==> src/rtl/seg_guard_pkg.sv <==
package seg_guard_pkg;
  typedef enum logic [1:0] {
    ACC_RD  = 2'd0,
    ACC_WR  = 2'd1,
    ACC_EX  = 2'd2,
    ACC_RSV = 2'd3
  } acc_kind_e;

  typedef enum logic [1:0] {
    CZ_NONE  = 2'd0,
    CZ_NULL  = 2'd1,
    CZ_PERM  = 2'd2,
    CZ_LIMIT = 2'd3
  } cause_e;
endpackage

==> src/rtl/seg_guard_mode.sv <==
module seg_guard_mode (
  input  logic pe_i,
  input  logic lma_i,
  input  logic cs64_i,
  output logic chk_en_o
);
  // Real mode and 64-bit code both skip segment checks
  assign chk_en_o = pe_i & ~(lma_i & cs64_i);
endmodule

==> src/rtl/seg_guard_perm.sv <==
module seg_guard_perm
  import seg_guard_pkg::*;
#(
  parameter int SEG_W     = 4,
  parameter int ATTR_LAST = 6
) (
  input  logic [SEG_W-1:0] seg_idx_i,
  input  logic [1:0]       kind_i,
  input  logic             rd_ok_i,
  input  logic             wr_ok_i,
  input  logic             exp_down_i,
  output logic             perm_fault_o,
  output logic             exp_down_o
);
  localparam logic [SEG_W-1:0] LastSlot = SEG_W'(ATTR_LAST);

  acc_kind_e kind;
  logic      attr_slot;
  logic      is_wr;
  logic      is_plain_rd;

  assign kind        = acc_kind_e'(kind_i);
  assign attr_slot   = (seg_idx_i <= LastSlot);
  assign is_wr       = (kind == ACC_WR);
  assign is_plain_rd = (kind == ACC_RD) || (kind == ACC_RSV);

  always_comb begin
    perm_fault_o = 1'b0;
    if (attr_slot) begin
      if (is_wr && !wr_ok_i)       perm_fault_o = 1'b1;
      if (is_plain_rd && !rd_ok_i) perm_fault_o = 1'b1;
    end
  end

  // Slots without attributes are always expand-up
  assign exp_down_o = attr_slot & exp_down_i;
endmodule

==> src/rtl/seg_guard_limit.sv <==
module seg_guard_limit #(
  parameter int ADDR_W = 32,
  parameter int SIZE_W = 4
) (
  input  logic [ADDR_W-1:0] base_i,
  input  logic [ADDR_W-1:0] limit_i,
  input  logic [ADDR_W-1:0] addr_i,
  input  logic [SIZE_W-1:0] size_i,
  input  logic              exp_down_i,
  output logic              lim_fault_o
);
  localparam int EXT_W = ADDR_W + 1;

  logic [EXT_W-1:0] end_x;
  logic [EXT_W-1:0] last_x;
  logic [EXT_W-1:0] lim_x;
  logic             wrapped;
  logic             up_fault;
  logic             down_fault;

  assign end_x   = {1'b0, addr_i} + EXT_W'(size_i);
  assign last_x  = end_x - EXT_W'(1);
  assign lim_x   = {1'b0, limit_i};
  assign wrapped = (limit_i < base_i);

  assign up_fault = (last_x > lim_x);

  always_comb begin
    if (wrapped) down_fault = (lim_x < end_x) && (addr_i < base_i);
    else         down_fault = (lim_x < end_x);
  end

  assign lim_fault_o = exp_down_i ? down_fault : up_fault;
endmodule

==> src/rtl/seg_guard.sv <==
module seg_guard
  import seg_guard_pkg::*;
#(
  parameter int ADDR_W    = 32,
  parameter int SIZE_W    = 4,
  parameter int SEL_W     = 16,
  parameter int SEG_W     = 4,
  parameter int ATTR_LAST = 6
) (
  input  logic              pe_i,
  input  logic              lma_i,
  input  logic              cs64_i,
  input  logic [SEL_W-1:0]  sel_i,
  input  logic [SEG_W-1:0]  seg_idx_i,
  input  logic [ADDR_W-1:0] base_i,
  input  logic [ADDR_W-1:0] limit_i,
  input  logic              rd_ok_i,
  input  logic              wr_ok_i,
  input  logic              exp_down_i,
  input  logic [ADDR_W-1:0] addr_i,
  input  logic [SIZE_W-1:0] size_i,
  input  logic [1:0]        kind_i,
  output logic              fault_o,
  output logic [1:0]        cause_o
);
  logic   chk_en;
  logic   perm_fault;
  logic   eff_down;
  logic   lim_fault;
  cause_e cause;

  seg_guard_mode u_mode (
    .pe_i     (pe_i),
    .lma_i    (lma_i),
    .cs64_i   (cs64_i),
    .chk_en_o (chk_en)
  );

  seg_guard_perm #(
    .SEG_W     (SEG_W),
    .ATTR_LAST (ATTR_LAST)
  ) u_perm (
    .seg_idx_i    (seg_idx_i),
    .kind_i       (kind_i),
    .rd_ok_i      (rd_ok_i),
    .wr_ok_i      (wr_ok_i),
    .exp_down_i   (exp_down_i),
    .perm_fault_o (perm_fault),
    .exp_down_o   (eff_down)
  );

  seg_guard_limit #(
    .ADDR_W (ADDR_W),
    .SIZE_W (SIZE_W)
  ) u_limit (
    .base_i      (base_i),
    .limit_i     (limit_i),
    .addr_i      (addr_i),
    .size_i      (size_i),
    .exp_down_i  (eff_down),
    .lim_fault_o (lim_fault)
  );

  always_comb begin
    cause = CZ_NONE;
    if (chk_en) begin
      if (sel_i == '0)     cause = CZ_NULL;
      else if (perm_fault) cause = CZ_PERM;
      else if (lim_fault)  cause = CZ_LIMIT;
    end
  end

  assign cause_o = cause;
  assign fault_o = (cause != CZ_NONE);
endmodule

==> config.mk <==
export PLATFORM = sky130hd
export DESIGN_NAME = seg_guard
export DESIGN_NICKNAME = d
export VERILOG_FILES = /design/src/rtl/seg_guard_pkg.sv /design/src/rtl/seg_guard_mode.sv /design/src/rtl/seg_guard_perm.sv /design/src/rtl/seg_guard_limit.sv /design/src/rtl/seg_guard.sv
export SDC_FILE = /design/constraint.sdc
export NUM_CORES = 1
export LEC_CHECK = 0
export BUFFER_PORTS_ARGS = -buffer_cell sky130_fd_sc_hd__buf_2
export CAP_MARGIN = 20
export CORE_MARGIN = 2
export CORE_UTILIZATION = 50
export DETAILED_ROUTE_END_ITERATION = 10
export PLACE_DENSITY = 0.8
export SETUP_SLACK_MARGIN = 0.3
export SLEW_MARGIN = 5
export SYNTH_ARGS = -nofsm -noshare
export SYNTH_HDL_FRONTEND = slang
export SYNTH_SLANG_ARGS = --single-unit
==> constraint.sdc <==
create_clock -name vclk -period 5.6
set_clock_uncertainty 0.05 [all_clocks]
set_input_delay 0.56 -clock vclk [all_inputs]
set_output_delay 0.56 -clock vclk [all_outputs]
set_load 0.02 [all_outputs]
Yosys cells after proc, flatten, opt, wreduce, memory -nomap -nowiden
Index checks and enable logic that the tools add are counted.

Input port bits: 128. Output and inout port bits: 3. Register bits: 0.

Muxes and demuxes: 9. Equality and inequality tests: 2. Bitwise gates (word level): 4. $lt $le $gt $ge: 5. Add/sub/neg operators: 2. Reduce and logical (&&, ||, !) cells: 9.

Operators by type and width (number): 32-bit < comparator (2); 32-bit by 4-bit adder with 33-bit output (1); 33-bit by 32-bit > comparator with 1-bit output (1); 32-bit by 33-bit < comparator with 1-bit output (1); 33-bit by 1-bit subtractor with 33-bit output, second input constant (1); 16-bit logical NOT (1); 2-bit two-way mux (4); 1-bit two-way mux (5); 4-bit by 3-bit less-or-equal comparator with 1-bit output, second input constant (1); 1-bit bitwise AND (3); 1-bit logical AND (3); 2-bit by 1-bit equality test with 1-bit output, second input constant (1); 2-bit equality test, second input constant (1); 1-bit logical NOT (2); 2-bit logical NOT (1); 2-bit nonzero test (1); 1-bit logical OR (1); 1-bit inverter (1).

Longest topological paths before layout
Gate-level depths: netlist of run 1.

Word-level depth: 10. Depth in mapped cells: 23.

By module
From an unflattened synthesis of run 1, not the netlist that was laid out.

Cell total of the unflattened synthesis: 652. Area, all modules: 4850.9 µm².

By module, submodules not included: seg_guard_limit (sequential area each 0.0 µm², cells each 634, area each 4725.8 µm², instances 1); seg_guard (sequential area each 0.0 µm², cells each 10, area each 65.1 µm², instances 1); seg_guard_perm (sequential area each 0.0 µm², cells each 7, area each 48.8 µm², instances 1); seg_guard_mode (sequential area each 0.0 µm², cells each 1, area each 11.3 µm², instances 1).

Worst setup path after synthesis of run 1
Ideal clock, no wire load.

Path type: input port to output port. Start: in addr_i[0]. End: out cause_o[0]. Buffers on the path: 1. Data arrival time: 5.167 ns. Path slack: -0.177 ns. Stages on the path: 23. Path through: ha_1 -> inv_1 -> fa_1 -> nand2b_1 -> a21o_1 -> buf_1 -> o31a_1 -> nor4_1 -> nand4_1 -> and4bb_2 -> and2_1 -> o31ai_1 -> xor2_1 -> ha_1 -> nand2_1 -> o21ai_0 -> o21bai_1 -> a211oi_1 -> nor2_1 -> o21ai_0 -> a32oi_1 -> nor3_2 -> o41ai_1.

Cells in the longest elaborated chain, start to end: 9. Elaborated cells on any way between the ends: 12.

Ends and longest elaborated chain: start: declaration (line seg_guard.sv:20) `input logic [ADDR_W-1:0] addr_i,`; parallel branches: the longest is 4 deep, another holds 32-bit by 4-bit adder with 33-bit output; 1-bit two-way mux * (line seg_guard_limit.sv:33) `assign lim_fault_o = exp_down_i ? down_fault : up_fault;`; 2-bit two-way mux * (line seg_guard.sv:69) `else if (lim_fault) cause = CZ_LIMIT;`; 2-bit two-way mux * (line seg_guard.sv:68) `else if (perm_fault) cause = CZ_PERM;`; 2-bit two-way mux * (line seg_guard.sv:67) `if (sel_i == '0) cause = CZ_NULL;`; 2-bit two-way mux * (line seg_guard.sv:66) `if (chk_en) begin`; end: declaration (line seg_guard.sv:24) `output logic [1:0] cause_o`.

Mark *: on every way between the ends.

Worst setup path in the final report of run 1
Start: in size_i[0]. End: out cause_o[0].

Cells in the longest elaborated chain, start to end: 9. Elaborated cells on any way between the ends: 11.

Ends and longest elaborated chain: start: declaration (line seg_guard.sv:21) `input logic [SIZE_W-1:0] size_i,`; 32-bit by 4-bit adder with 33-bit output * (line seg_guard_limit.sv:21) `assign end_x = {1'b0, addr_i} + EXT_W'(size_i);`; parallel branches: the longest is 3 deep, another holds 33-bit by 1-bit subtractor with 33-bit output; 1-bit two-way mux * (line seg_guard_limit.sv:33); 2-bit two-way mux * (line seg_guard.sv:69); 2-bit two-way mux * (line seg_guard.sv:68); 2-bit two-way mux * (line seg_guard.sv:67); 2-bit two-way mux * (line seg_guard.sv:66).

Marks and branches as above.

==> reports/metrics.cfg, run 1 <==
[placement]
routabilityCongestion = 0.971
post-place-ws_ns = -0.205
port_buffers = 131
dp.cells = 958
dp_hpwl_mm = 13.7

[timing]
setup_ws_ns = 0.0710
worst-slew-pin-transition_ns = 0.674
slew_headroom_pct = 54.7
fin_tns_setup_ns = 0
hold_violations = 0
fmaxAchievable_ghz = 0.181
maxSlewViolCount = 0
setup_viol = 0
grt_setup_unrepaired = true
fin_crit_sh_pct = 98.7
layout_min_cycle_time_ns = 5.53

[global_routing]
grt_usage_pct = 30.4
grt_pass1_wl_mm = 25.7
grt_pass1_vias = 5650
antenna_found_initial = 0
grt_max_degree = 12
grt_overflow = 0

[yosys]
yosysWarningCount = 0
netlist_area_sq_mm = 0.00475
synthDistinctLibCells = 71
ys_seq_area_share_pct = 0
synthCells = 650
syn_nets = 901
syn_area_per_cell_sq_um = 7.31

[finish]
antenna_cells = 0
layout.nets = 1100
clkbuf_count = 0
final_cell_mix = buf_2, ha_1, inv_1
mostFrequentLayoutCell = buf_2
syn2layout_area_growth_pct = 37.8
ff_latch_area_sq_um = 0
fin_util_pct = 70.9
stdcell_count = 976
drive_gt1_share_pct = 33.1
seq_cell_count = 0

[floorplan]
start_util_pct = 51.5
rows = 35
coreArea_sq_mm = 0.00924
die_w_microns = 102
die_area_sq_mm = 0.0103
ioPinCount = 131
die_h_microns = 102

[route]
drc = 0
drt_pre_antenna_iters = 5
drt-initial-drc-count = 265
wl_per_cell_microns = 16.8
num_vias = 5816
drt-total-wl_mm = 16.4
ant_nets = 0
detail_route.vias_per_cell = 5.96

[worst_setup_path]
cp_max_fo = 5
path_class = in2out
crit_path_end_kind = primary output
critPathLaunchType = input pin
cp.required_ns = 4.99
critPathArrivalTime_ns = 4.92

[power_and_ir_drop]
power.density_mw_per_mm2 = 84.6
power.leakage_nw = 3.23
p_total_mw = 0.554
ir_drop_mv = 0.0416

[min_path]
hold_class = in2out
hold_path_end = cause_o[0]
hp-start = pe_i
holdPathStages = 5

[job]
drv_cap = 0

[run_status]
status = completed

[clock_network]
ctsHoldBuffers = 0

synthesized netlist by cell type (3+ instances only):
library cell,n,share of area (%)
ha_1,122,32
nand2b_1,4,0.53
o41ai_1,3,0.55
and3_1,5,0.66
a31oi_1,4,0.53
a311o_1,3,0.63
or3_1,4,0.53
nor3b_1,4,0.63
nor2_1,36,2.8
o211ai_1,10,1.6
a21oi_1,37,3.9
xnor2_1,30,5.5
inv_1,81,6.4
o22ai_1,5,0.66
o21ai_0,26,2.7
nor4_1,15,2.0
nand4_1,24,3.2
o21bai_1,3,0.47
nand3_1,26,2.7
a2111oi_0,4,0.74
o31ai_1,3,0.47
a32oi_1,3,0.55
and4_1,3,0.55
a211oi_1,10,1.6
a21o_1,19,3.0
nor3_1,12,1.3
or2_2,4,0.53
nor2b_1,9,1.2
xor2_1,31,5.7
and2_1,6,0.79
nand2_1,48,3.8
layout make-up:
class | count | area (sq um)
Fill cell | 742 | 2690
Multi-Input combinational cell | 563 | 4840
Timing Repair Buffer | 203 | 1250
Inverter | 81 | 304
Tap cell | 129 | 161
report_power, final:
part | switching, mW | leakage (nW) | internal [mW] | total [mW]
combinational | 0.300 | 3.23 | 0.255 | 0.554
clock | 0 | 0 | 0 | 0
sequential | 0 | 0 | 0 | 0
total | 0.300 | 3.23 | 0.255 | 0.554
through the flow:
step,hold WS (ns),cell area (sq um)
finish,1.58,6550
global route,1.62,6550
CTS,1.58,6390
detailed placement,1.60,6080
global placement,1.58,6080
floorplan,1.36,4900
worst max path at each step:
stage | startpoint | end | slack [ns] | depth (start not counted)
after floorplan | addr_i[0] | cause_o[0] | 0.30 | 18
after global placement | addr_i[0] | cause_o[0] | -0.05 | 22
after detailed placement | addr_i[0] | cause_o[0] | -0.21 | 22
after CTS | size_i[0] | cause_o[0] | 0.06 | 23
after global routing | addr_i[3] | cause_o[1] | -0.14 | 24
final | size_i[0] | cause_o[0] | 0.07 | 26
critical path, stage by stage:
cell and delay (ns):
buf_6 0.07, ha_4 0.13, inv_2 0.03, fa_2 0.34, nand2b_4 0.18, a21o_4 0.27, buf_6 0.13, o21ai_4 0.16
nand3_2 0.12, buf_6 0.14, nor4_4 0.34, and4bb_2 0.29, and2_4 0.18, buf_6 0.11, nand3_1 0.07, xor2_1 0.17
ha_2 0.22, a2111oi_4 0.30, nand3b_1 0.12, a21oi_1 0.12, a21boi_2 0.18, a32oi_2 0.13, nor3_4 0.17, buf_12 0.14
o41ai_4 0.05, buf_4 0.17
per-layer routing:
layer  track usage, %  wire length, microns
met2             55.0                  7900
met1             38.1                  6790
met3             3.31                  1220
met5                0                     0
met4             7.48                   498
cell families (layout without fill, tap and decap cells):
family          count (synthesis)  in the layout  share of synthesized area [%]
simple gates                  219            219                           25.9
buf+inv                        88            284                           7.32
compound gates                155            156                           22.1
fa+ha+maj                     124            124                           32.7
xor+xnor                       61             61                           11.2
mux                             3              3                          0.658
what timing repair did:
item / CTS / global route
endpoints found under the setup margin: 3 / 3
resized for setup: 41 / 28
gates cloned: 1 / 0
pin swaps: 30 / 26
setup buffers: 13 / 4
No activity file was read; power rests on OpenSTA's default activity.
==> run 2: changes to the inputs <==
--- a/config.mk
+++ b/config.mk
@@ -10,9 +10,10 @@
 export CORE_MARGIN = 2
 export CORE_UTILIZATION = 50
 export DETAILED_ROUTE_END_ITERATION = 10
-export PLACE_DENSITY = 0.8
+export PLACE_DENSITY = 0.77
 export SETUP_SLACK_MARGIN = 0.3
 export SLEW_MARGIN = 5
 export SYNTH_ARGS = -nofsm -noshare
 export SYNTH_HDL_FRONTEND = slang
+export SYNTH_HIERARCHICAL = 1
 export SYNTH_SLANG_ARGS = --single-unit
==> constraint.sdc (replaced) <==
create_clock -name vclk -period 5.1
set_clock_uncertainty 0.05 [all_clocks]
set_input_delay 0.51 -clock vclk [all_inputs]
set_output_delay 0.51 -clock vclk [all_outputs]
set_load 0.02 [all_outputs]
==> reports/metrics.cfg, run 2 <==
[yosys]
yosysWarningCount = 6  ; +6
netlist_area_sq_mm = 0.00485  ; +2.0%
ys_top_cells_by_area = ha_1, xnor2_1, inv_1, xor2_1, a21o_1
ys_seq_area_share_pct = 0  ; unchanged
synth_top_area_cell = ha_1
syn_area_per_cell_sq_um = 7.44  ; +1.7%
yosysTopAreaCellShare_pct = 31.5  ; -0.64 points
synth_most_common_cell = ha_1
synthDistinctLibCells = 71  ; unchanged
synthCells = 652  ; +0.31%
synth_common_cells = ha_1, inv_1, a21oi_1
syn_nets = 903  ; +0.22%

[timing]
hold_ws_ns = 1.38  ; -0.203 ns
setup_viol = 3  ; +3
hold_violations = 0  ; unchanged
fin_crit_sh_pct = 105
layout_min_cycle_time_ns = 5.35
maxSlewViolCount = 0  ; unchanged
slew_headroom_pct = 63.0  ; +8.3 points
setup_ws_ns = -0.251  ; -0.322 ns
grt_setup_unrepaired = true
worst-slew-pin-transition_ns = 0.551  ; -0.123 ns
fmaxAchievable_ghz = 0.187

[route]
drt-initial-drc-count = 359  ; +35%
detail_route.vias_per_cell = 5.78  ; -3.1%
ant_nets = 0  ; unchanged
drc = 0  ; unchanged
drt_pre_antenna_iters = 5  ; unchanged
num_vias = 5741  ; -1.3%
wl_per_cell_microns = 16.1  ; -4.0%
drt-total-wl_mm = 16.0  ; -2.2%

[global_routing]
antenna_found_initial = 0  ; unchanged
grt_pass1_wl_mm = 25.8  ; +0.54%
grt_max_degree = 11  ; -1
grt_pass1_vias = 5773  ; +2.2%
grt_overflow = 0  ; unchanged
grt_usage_pct = 30.3  ; -0.11 points

[worst_setup_path]
path_class = in2out
critPathLaunchType = input pin
crit_path_end_kind = primary output
cp_max_fo = 4  ; -1
cp.required_ns = 4.54  ; -0.45 ns
critPathArrivalTime_ns = 4.79  ; -0.13 ns

[min_path]
hold_class = in2out

[run_status]
status = complete, but fails checks
violations = negative setup slack

[floorplan]
rows = 35  ; unchanged
start_util_pct = 52.0  ; +0.55 points
coreArea_sq_mm = 0.00933  ; +0.95%
die_h_microns = 102  ; +0.97%
die_w_microns = 102  ; +0.97%
ioPinCount = 131  ; unchanged
die_area_sq_mm = 0.0105  ; +1.9%

[placement]
port_buffers = 131  ; unchanged
routabilityCongestion = 1.01  ; +4.1%
dp_hpwl_mm = 14.0  ; +2.1%
post-place-ws_ns = -0.373  ; -0.168 ns

[power_and_ir_drop]
ir_drop_mv = 0.0698  ; +68%
power.density_mw_per_mm2 = 84.7  ; +0.13%
power.leakage_nw = 3.35  ; +3.8%

[finish]
layout.nets = 1118  ; +1.6%
fill_cells = 832  ; +12%
syn2layout_area_growth_pct = 33.1
mostFrequentLayoutCell = buf_2
final_cell_mix = buf_2, ha_1, buf_4
ff_latch_area_sq_um = 0  ; unchanged
antenna_cells = 0  ; unchanged
seq_cell_count = 0  ; unchanged
drive_gt1_share_pct = 30.4  ; -2.7 points
clkbuf_count = 0  ; unchanged

[job]
drv_cap = 0  ; unchanged

## run 2: report_power, final
part / leakage [nW] / internal [mW] / switching [mW]
Clock: 0 / 0 / 0
Combinational: 3.35 / 0.263 / 0.284
Sequential: 0 / 0 / 0
## run 2: worst max-delay path, cell delays in order
cell and delay (ns):
buf_6 0.07, ha_4 0.12, inv_2 0.03, fa_2 0.37
nand2b_4 0.17, a21o_4 0.23, or4_4 0.44, o32ai_4 0.24
o21ai_2 0.11, a211oi_4 0.35, nand2_2 0.10, a21oi_2 0.14
xnor2_1 0.14, ha_1 0.27, a21o_1 0.18, a21o_1 0.16
a21oi_2 0.16, a21oi_1 0.09, a211o_1 0.24, nand3_2 0.08
o221ai_2 0.09, nor2_1 0.14, and3b_2 0.23, buf_6 0.13
## run 2: cell families (layout without fill, tap and decap cells)
family	after synthesis	after routing	synth area share, %
compound gates	163	163	23.2
xor+xnor	66	66	12.8
fa+ha+maj	125	125	32.3
buf+inv	86	299	6.71
mux	2	2	0.413
simple gates	210	210	24.6
## run 2: per-layer routing
layer  share of wire, %  GRT usage (%)  vias up
met5                  0              0        -
met4                2.4           7.69        0
met3                6.0           2.03       28
met2                 47           55.4      208
met1                 44           38.4     2658
li1                   -              -     2847
## run 2: final cells by class
| cell class | instances | area, sq um | area share [%] |
|---|---|---|---|
| tap | 129 | 161 | 2.50 |
| inverter | 78 | 293 | 4.53 |
| multi-input combinational | 566 | 4640 | 71.9 |
| timing repair buffer | 221 | 1360 | 21.1 |
## run 2: stage by stage
stage	TNS, ns	utilization [%]	power (mW)	instance area (sq um)	instances
after floorplan	0	-	0.305	4910	652
after global placement	-0.580	67.7	0.500	6310	987
after detailed placement	-0.818	67.7	0.521	6310	987
after CTS	-0.309	68.8	0.536	6420	993
after global routing	-1.32	69.2	0.606	6460	994
final	-0.592	69.2	0.547	6460	994
## run 2: final timing paths
check | from | end | slack, ns | depth (start not counted)
setup / recovery | size_i[0] | cause_o[1] | -0.25 | 24
hold / removal | cs64_i | fault_o | 1.38 | 4
## run 2: what timing repair did
| item | in CTS | in global routing |
|---|---|---|
| resized for setup | 17 | 7 |
| buffers inserted | 6 | 1 |
| setup endpoints to repair | 3 | 3 |
| pin swaps | 6 | 6 |
| hold buffers | 0 | 0 |
